[src/rtl/mdio_pkg.sv]
package mdio_pkg;
  localparam int ADDR_W = 4;
  localparam logic [ADDR_W-1:0] OFS_OP    = 4'h0;
  localparam logic [ADDR_W-1:0] OFS_CMD   = 4'h4;
  localparam logic [ADDR_W-1:0] OFS_WDATA = 4'h8;
  localparam logic [ADDR_W-1:0] OFS_RDATA = 4'hC;

  typedef enum logic [1:0] {
    OPC_NONE = 2'd0,
    OPC_WR   = 2'd1,
    OPC_RD   = 2'd2,
    OPC_RSV  = 2'd3
  } opc_e;

  typedef struct packed {
    logic [4:0] phy;
    logic [4:0] regad;
    opc_e       opc;
  } xfer_cmd_t;
endpackage

[src/rtl/mdio_regs.sv]
module mdio_regs
  import mdio_pkg::*;
(
  input  logic              clk_i,
  input  logic              rst_ni,
  input  logic              req_i,
  input  logic              we_i,
  input  logic [ADDR_W-1:0] addr_i,
  input  logic [31:0]       wdata_i,
  output logic [31:0]       rdata_o,
  input  logic              busy_i,
  input  logic              rd_done_i,
  input  logic [15:0]       rd_data_i,
  output logic              start_o,
  output xfer_cmd_t         cmd_o,
  output logic [15:0]       wr_data_o
);
  xfer_cmd_t   cmd_q;
  logic [15:0] wdata_q, rdata_q;
  logic        wr_acc, opc_ok;

  assign wr_acc    = req_i & we_i;
  assign opc_ok    = (cmd_q.opc == OPC_WR) || (cmd_q.opc == OPC_RD);
  assign start_o   = wr_acc && (addr_i == OFS_OP) && wdata_i[0] && !busy_i && opc_ok;
  assign cmd_o     = cmd_q;
  assign wr_data_o = wdata_q;

  always_ff @(posedge clk_i or negedge rst_ni) begin
    if (!rst_ni) begin
      cmd_q   <= '{phy: 5'd0, regad: 5'd0, opc: OPC_NONE};
      wdata_q <= '0;
      rdata_q <= '0;
    end else begin
      if (wr_acc && addr_i == OFS_CMD) begin
        cmd_q.phy   <= wdata_i[25:21];
        cmd_q.regad <= wdata_i[20:16];
        cmd_q.opc   <= opc_e'(wdata_i[3:2]);
      end
      if (wr_acc && addr_i == OFS_WDATA) wdata_q <= wdata_i[15:0];
      if (rd_done_i) rdata_q <= rd_data_i;
    end
  end

  always_comb begin
    unique case (addr_i)
      OFS_OP:    rdata_o = {31'd0, busy_i};
      OFS_CMD:   rdata_o = {6'd0, cmd_q.phy, cmd_q.regad, 12'd0, cmd_q.opc, 2'd0};
      OFS_WDATA: rdata_o = {16'd0, wdata_q};
      OFS_RDATA: rdata_o = {16'd0, rdata_q};
      default:   rdata_o = '0;
    endcase
  end

  // accepted start must raise busy on the next cycle
  assert_start_busy_R2: assert property (@(posedge clk_i) disable iff (!rst_ni)
    start_o |=> busy_i);
  // bad opcode never launches a frame
  assert_bad_opc_idle_R3: assert property (@(posedge clk_i) disable iff (!rst_ni)
    (!busy_i && !opc_ok) |=> !busy_i);
endmodule

[src/rtl/mdio_clkgen.sv]
module mdio_clkgen #(
  parameter int CLK_DIV = 2
) (
  input  logic clk_i,
  input  logic rst_ni,
  input  logic run_i,
  output logic mdc_o,
  output logic rise_o,
  output logic fall_o
);
  localparam int CNT_W = (CLK_DIV > 1) ? $clog2(CLK_DIV) : 1;
  localparam logic [CNT_W-1:0] CNT_MAX = CNT_W'(CLK_DIV - 1);

  logic [CNT_W-1:0] cnt_q;
  logic             mdc_q, tick;

  assign tick   = run_i && (cnt_q == CNT_MAX);
  assign rise_o = tick & ~mdc_q;
  assign fall_o = tick &  mdc_q;
  assign mdc_o  = mdc_q;

  always_ff @(posedge clk_i or negedge rst_ni) begin
    if (!rst_ni) begin
      cnt_q <= '0;
      mdc_q <= 1'b0;
    end else if (!run_i) begin
      cnt_q <= '0;
      mdc_q <= 1'b0;
    end else if (tick) begin
      cnt_q <= '0;
      mdc_q <= ~mdc_q;
    end else begin
      cnt_q <= cnt_q + 1'b1;
    end
  end
endmodule

[src/rtl/mdio_frame.sv]
module mdio_frame
  import mdio_pkg::*;
#(
  parameter int PRE_BITS = 32
) (
  input  logic        clk_i,
  input  logic        rst_ni,
  input  logic        start_i,
  input  xfer_cmd_t   cmd_i,
  input  logic [15:0] wr_data_i,
  input  logic        rise_i,
  input  logic        fall_i,
  input  logic        mdio_i,
  output logic        busy_o,
  output logic        mdio_o,
  output logic        mdio_oe_o,
  output logic        rd_done_o,
  output logic [15:0] rd_data_o
);
  localparam int FRAME_BITS = PRE_BITS + 32;
  localparam int CNT_W      = $clog2(FRAME_BITS);
  localparam logic [CNT_W-1:0] LAST_IDX = CNT_W'(FRAME_BITS - 1);
  localparam logic [CNT_W-1:0] HDR_IDX  = CNT_W'(PRE_BITS);
  localparam logic [CNT_W-1:0] TA_IDX   = CNT_W'(PRE_BITS + 14);
  localparam logic [CNT_W-1:0] DAT_IDX  = CNT_W'(PRE_BITS + 16);

  logic [CNT_W-1:0] bit_cnt_q, nxt_cnt;
  logic             busy_q, is_rd_q, mdio_q, oe_q;
  logic [31:0]      sh_q, payload;
  logic [15:0]      rd_sh_q;
  logic             is_rd_cmd, last_bit, in_hdr;

  always_comb begin
    is_rd_cmd = (cmd_i.opc == OPC_RD);
    payload   = {2'b01, (is_rd_cmd ? 2'b10 : 2'b01), cmd_i.phy, cmd_i.regad,
                 (is_rd_cmd ? 2'b11 : 2'b10), (is_rd_cmd ? 16'hFFFF : wr_data_i)};
    last_bit  = (bit_cnt_q == LAST_IDX);
    nxt_cnt   = bit_cnt_q + 1'b1;
    in_hdr    = (bit_cnt_q >= HDR_IDX);
  end

  always_ff @(posedge clk_i or negedge rst_ni) begin
    if (!rst_ni) begin
      busy_q    <= 1'b0;
      is_rd_q   <= 1'b0;
      bit_cnt_q <= '0;
      sh_q      <= '0;
      mdio_q    <= 1'b1;
      oe_q      <= 1'b0;
      rd_sh_q   <= '0;
    end else if (start_i && !busy_q) begin
      busy_q    <= 1'b1;
      is_rd_q   <= is_rd_cmd;
      bit_cnt_q <= '0;
      sh_q      <= payload;
      mdio_q    <= 1'b1;  // first preamble bit
      oe_q      <= 1'b1;
    end else if (busy_q) begin
      if (rise_i && is_rd_q && bit_cnt_q >= DAT_IDX)
        rd_sh_q <= {rd_sh_q[14:0], mdio_i};
      if (fall_i) begin
        if (last_bit) begin
          busy_q    <= 1'b0;
          oe_q      <= 1'b0;
          mdio_q    <= 1'b1;
          bit_cnt_q <= '0;
        end else begin
          bit_cnt_q <= nxt_cnt;
          if (in_hdr) sh_q <= {sh_q[30:0], 1'b0};
          mdio_q <= (nxt_cnt < HDR_IDX) ? 1'b1 : (in_hdr ? sh_q[30] : sh_q[31]);
          oe_q   <= !(is_rd_q && nxt_cnt >= TA_IDX);
        end
      end
    end
  end

  assign busy_o    = busy_q;
  assign mdio_o    = mdio_q;
  assign mdio_oe_o = oe_q;
  assign rd_done_o = busy_q & fall_i & last_bit & is_rd_q;
  assign rd_data_o = rd_sh_q;

  // read frames leave the line released from turnaround to the end
  assert_ta_release_R6: assert property (@(posedge clk_i) disable iff (!rst_ni)
    (busy_q && is_rd_q && bit_cnt_q >= TA_IDX) |-> !oe_q);
  assert_oe_only_busy_R6: assert property (@(posedge clk_i) disable iff (!rst_ni)
    oe_q |-> busy_q);
  // a start seen mid-frame must not rewind the bit position
  assert_no_restart_R4: assert property (@(posedge clk_i) disable iff (!rst_ni)
    (busy_q && start_i && !fall_i) |=> (bit_cnt_q == $past(bit_cnt_q)));
endmodule

[src/rtl/mdio_master_regs.sv]
module mdio_master_regs
  import mdio_pkg::*;
#(
  parameter int CLK_DIV  = 2,
  parameter int PRE_BITS = 32
) (
  input  logic              clk_i,
  input  logic              rst_ni,
  input  logic              req_i,
  input  logic              we_i,
  input  logic [ADDR_W-1:0] addr_i,
  input  logic [31:0]       wdata_i,
  output logic [31:0]       rdata_o,
  output logic              mdc_o,
  input  logic              mdio_i,
  output logic              mdio_o,
  output logic              mdio_oe_o
);
  logic        busy, start, rd_done, rise, fall;
  xfer_cmd_t   cmd;
  logic [15:0] wr_data, rd_data;

  mdio_regs u_regs (
    .clk_i, .rst_ni, .req_i, .we_i, .addr_i, .wdata_i, .rdata_o,
    .busy_i(busy), .rd_done_i(rd_done), .rd_data_i(rd_data),
    .start_o(start), .cmd_o(cmd), .wr_data_o(wr_data)
  );

  mdio_clkgen #(.CLK_DIV(CLK_DIV)) u_clk (
    .clk_i, .rst_ni, .run_i(busy), .mdc_o, .rise_o(rise), .fall_o(fall)
  );

  mdio_frame #(.PRE_BITS(PRE_BITS)) u_frame (
    .clk_i, .rst_ni, .start_i(start), .cmd_i(cmd), .wr_data_i(wr_data),
    .rise_i(rise), .fall_i(fall), .mdio_i,
    .busy_o(busy), .mdio_o, .mdio_oe_o, .rd_done_o(rd_done), .rd_data_o(rd_data)
  );

  assert_mdc_idle_low_R8: assert property (@(posedge clk_i) disable iff (!rst_ni)
    !busy |=> !mdc_o);
  assert_mdio_stable_rise_R8: assert property (@(posedge clk_i) disable iff (!rst_ni)
    $rose(mdc_o) |-> $stable(mdio_o));
endmodule

[config.mk]
export PLATFORM = sky130hd
export DESIGN_NAME = mdio_master_regs
export DESIGN_NICKNAME = d
export VERILOG_FILES = /design/src/rtl/mdio_pkg.sv /design/src/rtl/mdio_regs.sv /design/src/rtl/mdio_clkgen.sv /design/src/rtl/mdio_frame.sv /design/src/rtl/mdio_master_regs.sv
export SDC_FILE = /design/constraint.sdc
export NUM_CORES = 1
export LEC_CHECK = 0
export BUFFER_PORTS_ARGS = -buffer_cell sky130_fd_sc_hd__buf_4
export CAP_MARGIN = 40
export CORE_ASPECT_RATIO = 0.6
export CORE_MARGIN = 1
export CORE_UTILIZATION = 47
export DETAILED_ROUTE_END_ITERATION = 16
export MAX_ROUTING_LAYER = met4
export PLACE_DENSITY = 0.71
export RECOVER_POWER = 100
export SLEW_MARGIN = 10
export SYNTH_ARGS = -nofsm -noshare
export SYNTH_HDL_FRONTEND = slang
export SYNTH_HIERARCHICAL = 1
export SYNTH_SLANG_ARGS = --single-unit
[constraint.sdc]
create_clock -name clk_i -period 3.6 [get_ports clk_i]
set_input_delay 0.18 -clock clk_i [delete_from_list [all_inputs] [get_ports clk_i]]
set_output_delay 0.18 -clock clk_i [all_outputs]
set_load 0.1 [all_outputs]
==> results of run 1 <==
## routing by layer
layer  GRT usage (%)  share of wire [%]  wire [um]  vias up
met5               -                  0          0        -
met4            4.19               0.89         87        0
met3            5.27                4.9        474       11
met2            30.4                 43       4220       94
met1            29.9                 51       4940     1669
li1                -                  -          -     1551
## metrics by stage
step / hold WS [ns] / cell area, um^2
4_1_cts: 0.0576 / 5600
6_report: 0.0647 / 5440
3_3_place_gp: 0.254 / 5270
5_1_grt: 0.0556 / 5440
2_1_floorplan: -0.116 / 4760
3_5_place_dp: 0.265 / 5290
## how the worst min path moves through the flow
stage	startpoint	to	slack (ns)	cells past startpoint
after floorplan	rst_ni	u_clk/cnt_q	-0.12	0
final	wdata_i[4]	u_regs/wr_data_o[4]	0.06	2
after CTS	wdata_i[18]	u_regs/cmd_o[4]	0.06	2
after global routing	wdata_i[4]	u_regs/wr_data_o[4]	0.06	2
after global placement	rst_ni	u_frame/rd_data_o[0]	0.25	1
after detailed placement	rst_ni	u_frame/rd_data_o[0]	0.26	1
## cell type report
class,count,area (um^2)
clock buffers,11,243
clock inverters,5,56.3
fillers,835,4050
inverters,4,15.0
multi-input cells,265,1940
flip-flops and latches,104,2600
well taps,130,163
repair buffers,72,418
## flip-flops by register name (all words and copies together), names as in the netlist
register and flops:
u_frame/sh_q 32, u_frame/rd_data_o 16, u_regs/rdata_q 16, u_regs/wr_data_o 16, u_regs/cmd_o 12, u_frame/bit_cnt_q 6
u_clk/cnt_q 1, u_clk/mdc_o 1, u_frame/busy_o 1, u_frame/is_rd_q 1, u_frame/mdio_o 1, u_frame/mdio_oe_o 1
## kinds of logic after synthesis
family          Yosys count  synth area share (%)
compound gates           80                  11.7
other cells               1                0.0791
simple gates            111                  13.1
flops                   104                  54.9
fa+ha+maj                 2                 0.528
mux                      63                  14.9
xor+xnor                  3                 0.554
buf+inv                  34                  4.20
## critical path, delay by kind of cell (launching register included)
| kind | cells | cell delay (ns) |
|---|---|---|
| multiplexers | 1 | 0.43 |
| AND/OR/NAND/NOR | 4 | 1.69 |
| flip-flops | 1 | 0.57 |
## cells in the final DEF (no fill, tap or decap), types with 2 or more instances in the layout
master / netlist / layout
buf_4: 9 / 34
inv_1: 4 / 4
ha_1: 2 / 2
and2b_2: 2 / 2
xor2_1: 3 / 3
mux2_2: 62 / 62
o21ai_0: 26 / 26
nor3_1: 10 / 11
a22o_1: 13 / 13
clkbuf_2: 0 / 2
and3_1: 13 / 13
clkbuf_1: 7 / 35
nor4b_1: 2 / 2
dfrtp_1: 103 / 103
and2_1: 13 / 10
conb_1: 1 / 6
a211oi_1: 2 / 2
nand2_1: 34 / 34
clkbuf_16: 0 / 9
nand2b_1: 3 / 3
clkinv_2: 0 / 2
nand3_1: 7 / 8
and2_0: 0 / 3
a221o_1: 9 / 9
o21a_1: 2 / 2
a22oi_1: 2 / 2
nor2_1: 15 / 15
a21oi_1: 3 / 3
o22ai_1: 15 / 15
a31oi_1: 3 / 2
## power by group
group | internal (mW) | switching, mW
Combinational | 0.124 | 0.177
Clock | 0.557 | 0.420
Sequential | 1.26 | 0.0914
Total | 1.94 | 0.688
## what timing repair did
action	CTS	global route
hold endpoints to repair	50	0
resized for setup	0	0
hold buffers	1	0
==> results.md, run 1 <==
- RSZ-0062 raised after global routing: no
- Warnings, synthesis: 6
- Critical Path Sink: u_regs/rdata_q[8]
- Critical path launch point type: flip-flop
- Max clock buf depth: 2
- Relative slew slack: -15.8%
- Synth Instances: 398
- R2r setup slk: 0.78 ns
- Starting Density: 49.9%
- GPL Wtd Cong: 0.767
- Avg Cell Area, Syn: 11.9 um^2
- Total grt overflow: 0
- Crit share post-route: 78.3%
- Async S/R FF share, synth: 100%
- Yosys top cell area share: 54.4%
- Worst Path Required: 3.82 ns
- DR iter-0 viols: 285
- Max-slew violations: 13
- Failing checks: max-capacitance violations, max-slew violations
- DRC: 0
- Setup bufs post-CTS: 0
- WS Path Type: reg2reg
- GRT Resource Usage Total: 21.0%
- FF-to-FF End: u_regs/rdata_q[8]
- Initial antenna violation count: 0
- Worst hold path type: in2reg
- Slowest CP cell: and2_0
- Worst path cell trace: and3_2, nand2_1, nor3_1, and2_0, mux2_2
- I/O Buffers: 63
- Antenna Cells: 0
- CTS clk-pin slew, worst paths: 0.07 ns
- Power per cell area: 482 nW/um^2
- Drt wl/cell: 16.4 um
- Htree depth: 3
- Count leader, synth: dfrtp_1
- RR Startpoint: u_frame/busy_o
- CP Max Fanout: 16
- Worst endpoint data arrival time: 3.04 ns
- Die width: 132 um
- Fin util: 57.3%
- Post-synth EDFFs: 0
- Dominant synthesized flop cell: dfrtp_1
- Nets@finish: 499
- CTS tree: built
- Biggest area consumer among synthesized cells: dfrtp_1
- Detail Route Antenna Nets: 0
- Maxcap violations: 1
- Final setup margin: 0.780 ns
- Max incr delay on CP: 0.99 ns
- Clock skew: 0.00997 ns
- Non-filler cells, final: 591
- Commonest cells in the synthesized netlist: dfrtp_1 (103), mux2_2 (62), nand2_1 (34)
- Fraction of layout instances using a drive strength above 1: 26.7%
- Post-Place Cells: 574
- R2R cell count: 5
- Hold Violations, Final: 0
- Routed via count: 3325
- Pin count of the biggest net entering global routing: 53
- Yosys reg bits: 104
- Drt pass-1 iters: 4
- Vias in the first global route: 3310
- Num ports: 76
- Tmin final: 2.82 ns
- Fmax: 355 MHz
- Top cells by area, synth: dfrtp_1 (54%), mux2_2 (15%), o21ai_0 (2.7%)
- Routed wire length: 9.72 mm
- Status: complete, but fails checks
- Worst Setup SP: u_frame/busy_o
- Core area: 9490 um^2
- Clock root cell: clkbuf_16
- Sequential share of the synthesized area: 54.9%
- Setup violations, final: 0
- Setup Total Neg Slack: 0 ns
- Power, Total: 2.62 mW
- Layout area overhead: 14.8%
- Peak supply drop: 283 uV
- Cell variety after synth: 48
- Clock Sink Count: 104
- Die Y: 79.8 um
- Tightest Pin Transition: 1.72 ns
- Pre-CTS WS: 1.06 ns
- Synthesized area: 4740 um^2
- Pleak: 2.57 nW
- Rows: 27
- First-pass GRT wire length: 16.8 mm
- Crit. End Element: flip-flop
- Via density: 5.63
- Worst skew pair latency: 0.34 ns
- Die footprint: 10500 um^2
- HPWL after detailed placement: 6.63 mm
- TritonCTS buffer count: 9
Power figures use the tool's default switching activity.
==> run 2: changes to the inputs <==
==> constraint.sdc (replaced) <==
create_clock -name clk_i -period 2.8 [get_ports clk_i]
set_input_delay 0.14 -clock clk_i [delete_from_list [all_inputs] [get_ports clk_i]]
set_output_delay 0.14 -clock clk_i [all_outputs]
set_load 0.1 [all_outputs]
==> run 2 against run 1 <==
  * The run still ends with max-capacitance violations, max-slew violations left
  * Critical endpoint is now u_regs/wr_data_o[11]
  * Register-to-register slack worse by 0.36 ns
  * Setup slack worse by 0.43 ns
  * Hold slack worse by 0.036 ns
  * Largest cell class unchanged
  * Power up 24%
  * Routed wire length down 2.0%
  * Combinational power up 29%
==> results.md, run 2 (synthesized netlist as in run 1, its figures left out) <==
- DRC: 0
- Failing checks: max-capacitance violations, max-slew violations
- Power per cell area: 599 nW/um^2
- First-pass GRT wire length: 16.2 mm
- Die footprint: 10500 um^2
- Peak supply drop: 336 uV
- TritonCTS buffer count: 9
- Antenna Cells: 0
- Most frequent cells in the layout: dfrtp_1 (103), mux2_2 (61), buf_4 (36)
- GRT Resource Usage Total: 20.5%
- Power, Total: 3.26 mW
- Pre-CTS WS: 0.524 ns
- Fraction of layout instances using a drive strength above 1: 31.5%
- R2R cell count: 6
- Critical path launch point type: input pin
- Clock Sink Count: 104
- Total grt overflow: 0
- Final setup margin: 0.353 ns
- Max reg flops: 32
- Worst skew pair latency: 0.34 ns
- Worst hold path type: in2reg
- FF-to-FF End: u_regs/rdata_q[12]
- Max incr delay on CP: 0.75 ns
- CP Max Fanout: 16
- Largest Register: u_frame/sh_q
- Die Y: 79.8 um
- Core area: 9490 um^2
- Commonest non-fill, non-tap cell in the layout: dfrtp_1
- Clock root cell: clkbuf_16
- Hold Startpoint: wdata_i[19]
- Crit. End Element: flip-flop
- Setup Total Neg Slack: 0 ns
- Crit share post-route: 87.4%
- I/O Buffers: 63
- Fin util: 57.3%
- Starting Density: 49.9%
- Maxcap violations: 2
- CTS clk-pin slew, worst paths: 0.07 ns
- RSZ-0062 raised after global routing: no
- Tightest Pin Transition: 2.14 ns
- Drt pass-1 iters: 4
- Buffer and inverter count on the worst path: 3
- Setup bufs post-CTS: 0
- Status: complete, but fails checks
- Slowest CP cell: clkbuf_1
- Rows: 27
- Worst path cell trace: clkbuf_1, nor4b_1, clkbuf_1, and3_1, clkbuf_1, mux2_2
- Max-slew violations: 52
- Pin count of the biggest net entering global routing: 67
- WS Path Type: in2reg
- Tmin final: 2.45 ns
- Worst Path Required: 3.02 ns
- Hold Path Sink: u_regs/cmd_o[5]
- Fmax: 409 MHz
- Pleak: 2.63 nW
- GPL Wtd Cong: 0.811
- Worst endpoint data arrival time: 2.67 ns
- DR iter-0 viols: 297
- Htree depth: 3
- Hold Path Depth: 2
- Vias in the first global route: 3211
- Clock skew: 0.00541 ns
- RR Startpoint: u_frame/bit_cnt_q[0]
- Via density: 5.49
- Setup violations, final: 0
- Hold Violations, Final: 0
- Initial antenna violation count: 0
- Detail Route Antenna Nets: 0
- Routed via count: 3246
- Routed wire length: 9.53 mm
- Num ports: 76
- Nets@finish: 499
- CP most frequent cell: clkbuf_1
- Layout area overhead: 14.8%
- Die width: 132 um
- CP top delay family: buffers and inverters
- Relative slew slack: -42.5%
- Drt wl/cell: 16.1 um
- Max clock buf depth: 2
- CTS tree: built
- HPWL after detailed placement: 6.59 mm
- R2r setup slk: 0.42 ns
-- run 2: cell count changes in the layout (fill, tap and decap cells not counted), sizes merged --
| cell | change |
|---|---|
| buf | +2 |
| bufinv | -1 |
| clkinv | -1 |
-- run 2: worst max-delay path by stage --
stage | start | to | slack [ns] | cells past startpoint
finish | addr_i[1] | u_regs/wr_data_o[11] | 0.35 | 6
global route | rst_ni | u_frame/sh_q[19] | 0.13 | 2
CTS | u_frame/busy_o | u_frame/sh_q[15] | 0.49 | 6
detailed placement | u_frame/busy_o | u_frame/sh_q[12] | 0.52 | 6
global placement | u_frame/busy_o | u_frame/sh_q[12] | 0.66 | 6
floorplan | u_clk/mdc_o | u_regs/rdata_q[10] | 0.01 | 7
-- run 2: through the flow --
stage | std cells | hold slack [ns] | instance area (um^2)
3_5_place_dp | 574 | 0.154 | 5300
2_1_floorplan | 403 | -0.156 | 4760
5_1_grt | 591 | 0.0140 | 5440
3_3_place_gp | 574 | 0.149 | 5300
4_1_cts | 591 | 0.0121 | 5570
6_report | 591 | 0.0286 | 5440
-- run 2: layout make-up --
type                       instances  area (um^2)
fill                             799         4050
sequential                       104         2600
multi-input combinational        265         1940
timing repair buffer              72          458
clock buffer                      13          250
tap                              130          163
clock inverter                     3         17.5
inverter                           4         15.0
-- run 2: timing repair --
item | 4_1_cts | 5_1_grt
hold buffers | 1 | 0
hold endpoints to repair | 37 | 0
gates resized for setup | 0 | 0
-- run 2: metal layers --
metal	wire (um)	GRT usage (%)	part of all wire [%]	vias up
li1	-	-	-	1545
met1	4870	29.0	51	1606
met2	4100	29.3	43	84
met3	444	5.02	4.7	11
met4	112	5.93	1.2	0
met5	0	-	0	-
-- run 2: where the power goes --
| part | leakage [nW] | internal [mW] | switching (mW) |
|---|---|---|---|
| Clock | 0.130 | 0.626 | 0.522 |
| Sequential | 1.36 | 1.61 | 0.111 |
| Combinational | 1.14 | 0.161 | 0.226 |
==> run 3: changes to the inputs <==
--- a/config.mk
+++ b/config.mk
@@ -7,12 +7,14 @@
 export LEC_CHECK = 0
 export BUFFER_PORTS_ARGS = -buffer_cell sky130_fd_sc_hd__buf_4
 export CAP_MARGIN = 40
+export CELL_PAD_IN_SITES_DETAIL_PLACEMENT = 0
+export CELL_PAD_IN_SITES_GLOBAL_PLACEMENT = 1
 export CORE_ASPECT_RATIO = 0.6
 export CORE_MARGIN = 1
-export CORE_UTILIZATION = 47
+export CORE_UTILIZATION = 45
 export DETAILED_ROUTE_END_ITERATION = 16
 export MAX_ROUTING_LAYER = met4
-export PLACE_DENSITY = 0.71
+export PLACE_DENSITY = 0.82
 export RECOVER_POWER = 100
 export SLEW_MARGIN = 10
 export SYNTH_ARGS = -nofsm -noshare
==> run 3 against run 2 <==
  * The flow still finishes with violations (max-capacitance violations, max-slew violations)
  * Die area grew 4.4%
  * Cell count grew 1.2%
  * Final area grew 0.30%
  * Largest cell class unchanged
  * Via count shrank 0.34%
  * Count of clock-buffer cells in the layout is the same
  * First-iteration DRC count shrank 33%
  * Critical path type is now reg2out
  * Critical path depth shrank 1
==> results.md, run 3 (synthesized netlist as in run 1, its figures left out) <==
- Status: complete, but fails checks
- Failing checks: max-capacitance violations, max-slew violations
- TritonCTS buffer count: 9
- DR iter-0 viols: 200
- Net Sw Power: 878 uW
- Routed wire length: 9.84 mm
- Int Power: 2.41 mW
- Worst endpoint data arrival time: 2.26 ns
- Sw frac: 26.7%
- Worst skew pair latency: 0.34 ns
- Seq pwr share: 52.3%
- Worst hold path type: in2reg
- WS Path Type: reg2out
- GRT Resource Usage Total: 20.4%
- Relative slew slack: -16.1%
- Critical path launch point type: flip-flop
- Total grt overflow: 0
- Hold Violations, Final: 0
- CTS tree: built
- Via density: 5.41
- Tightest Pin Transition: 1.73 ns
- Final setup margin: 0.398 ns
- I/O Buffers: 63
- Tmin final: 2.40 ns
- Max clock buf depth: 2
- Fmax: 416 MHz
- Non-filler cells, final: 598
- Initial antenna violation count: 0
- Worst Path Required: 2.66 ns
- DRC: 0
- Setup bufs post-CTS: 0
- GPL Wtd Cong: 0.771
- Clock root cell: clkbuf_16
- Die Y: 81.5 um
- Pre-CTS WS: 0.523 ns
- Power, Total: 3.29 mW
- Power share of the clock group: 35.7%
- R2R cell count: 6
- Final hold slack: 0.0254 ns
- Power per cell area: 603 nW/um^2
- Max reg flops: 32
- R2r setup slk: 0.42 ns
- Peak supply drop: 304 uV
- Detail Route Antenna Nets: 0
- Die footprint: 11000 um^2
- Maxcap violations: 1
- RSZ-0062 raised after global routing: no
- CP Max Fanout: 9
- Combinational group share of total power: 12.0%
- First-pass GRT wire length: 16.6 mm
- DP Area: 5320 um^2
- Max-slew violations: 13
- Num ports: 76
- Worst Setup SP: u_frame/busy_o
- Pin count of the biggest net entering global routing: 55
- Nets@finish: 501
- Starting Density: 47.1%
- Final Cell Area: 5460 um^2
- CTS clk-pin slew, worst paths: 0.07 ns
- HPWL after detailed placement: 6.81 mm
- Largest Register: u_frame/sh_q
- Clock Sink Count: 104
- RR Startpoint: u_frame/bit_cnt_q[0]
- FF-to-FF End: u_regs/rdata_q[12]
- Post-Place Cells: 581
- FILL cells: 870
- Routed via count: 3235
- Most frequent cells in the layout: dfrtp_1 (103), mux2_2 (62), buf_4 (39)
- Drt pass-1 iters: 4
- Fraction of layout instances using a drive strength above 1: 32.0%
- Drt wl/cell: 16.4 um
- Pleak: 2.65 nW
- Crit. End Element: primary output
- Vias in the first global route: 3256
- Clock skew: 0.00635 ns
- Setup Total Neg Slack: 0 ns
- Antenna Cells: 0
- Htree depth: 3
- Commonest non-fill, non-tap cell in the layout: dfrtp_1
- Hold Startpoint: wdata_i[19]
- Setup violations, final: 0
- Layout area overhead: 15.2%
- Rows: 28
- Cts repair resizes: 0
- Core area: 10100 um^2
- Fin util: 54.3%
- Crit share post-route: 85.8%
- Hold Path Depth: 2
- Die width: 134 um
- Hold Path Sink: u_regs/cmd_o[5]
-- run 3: power by group through the flow --
| stage | sequential, mW | clock [mW] | combinational (mW) |
|---|---|---|---|
| after floorplan | 1.71 | 0 | 0.293 |
| after global placement | 1.75 | 0 | 0.397 |
| after detailed placement | 1.75 | 0 | 0.408 |
| after CTS | 1.72 | 1.21 | 0.412 |
| after global routing | 1.74 | 1.27 | 0.427 |
| final | 1.72 | 1.17 | 0.394 |
-- run 3: area by class of cell --
cell class	count	area [um^2]	area share, %
Multi-Input combinational cell	265	1930	35.4
Tap cell	135	169	3.09
Sequential cell	104	2600	47.7
Clock buffer	13	250	4.58
Inverter	4	15.0	0.275
Timing Repair Buffer	74	464	8.50
Clock inverter	3	26.3	0.481
-- run 3: worst max-delay path by stage --
stage | to | slack, ns
finish | rdata_o[0] | 0.40
global route | u_regs/wr_data_o[14] | 0.16
CTS | u_frame/sh_q[10] | 0.49
detailed placement | u_frame/sh_q[10] | 0.52
global placement | u_frame/sh_q[15] | 0.62
floorplan | u_regs/rdata_q[10] | 0.01
-- run 3: critical path, stage by stage (launching register included) --
cell      delay [ns]
dfrtp_1         0.49
buf_4           0.18
mux2i_1         0.08
o21a_1          0.19
nor3_2          0.10
clkbuf_1        0.87
-- run 3: timing repair --
| action | 4_1_cts | 5_1_grt |
|---|---|---|
| hold endpoints to repair | 50 | 0 |
| endpoints found under the setup margin | 0 | 0 |
| hold buffers | 1 | 0 |
-- run 3: routing by layer --
layer / part of all wire (%) / global-route usage (%) / vias to the layer above
met4: 1.1 / 5.39 / 0
li1: - / - / 1556
met3: 3.7 / 4.32 / 10
met1: 53 / 29.5 / 1595
met5: 0 / - / -
met2: 42 / 29.3 / 74
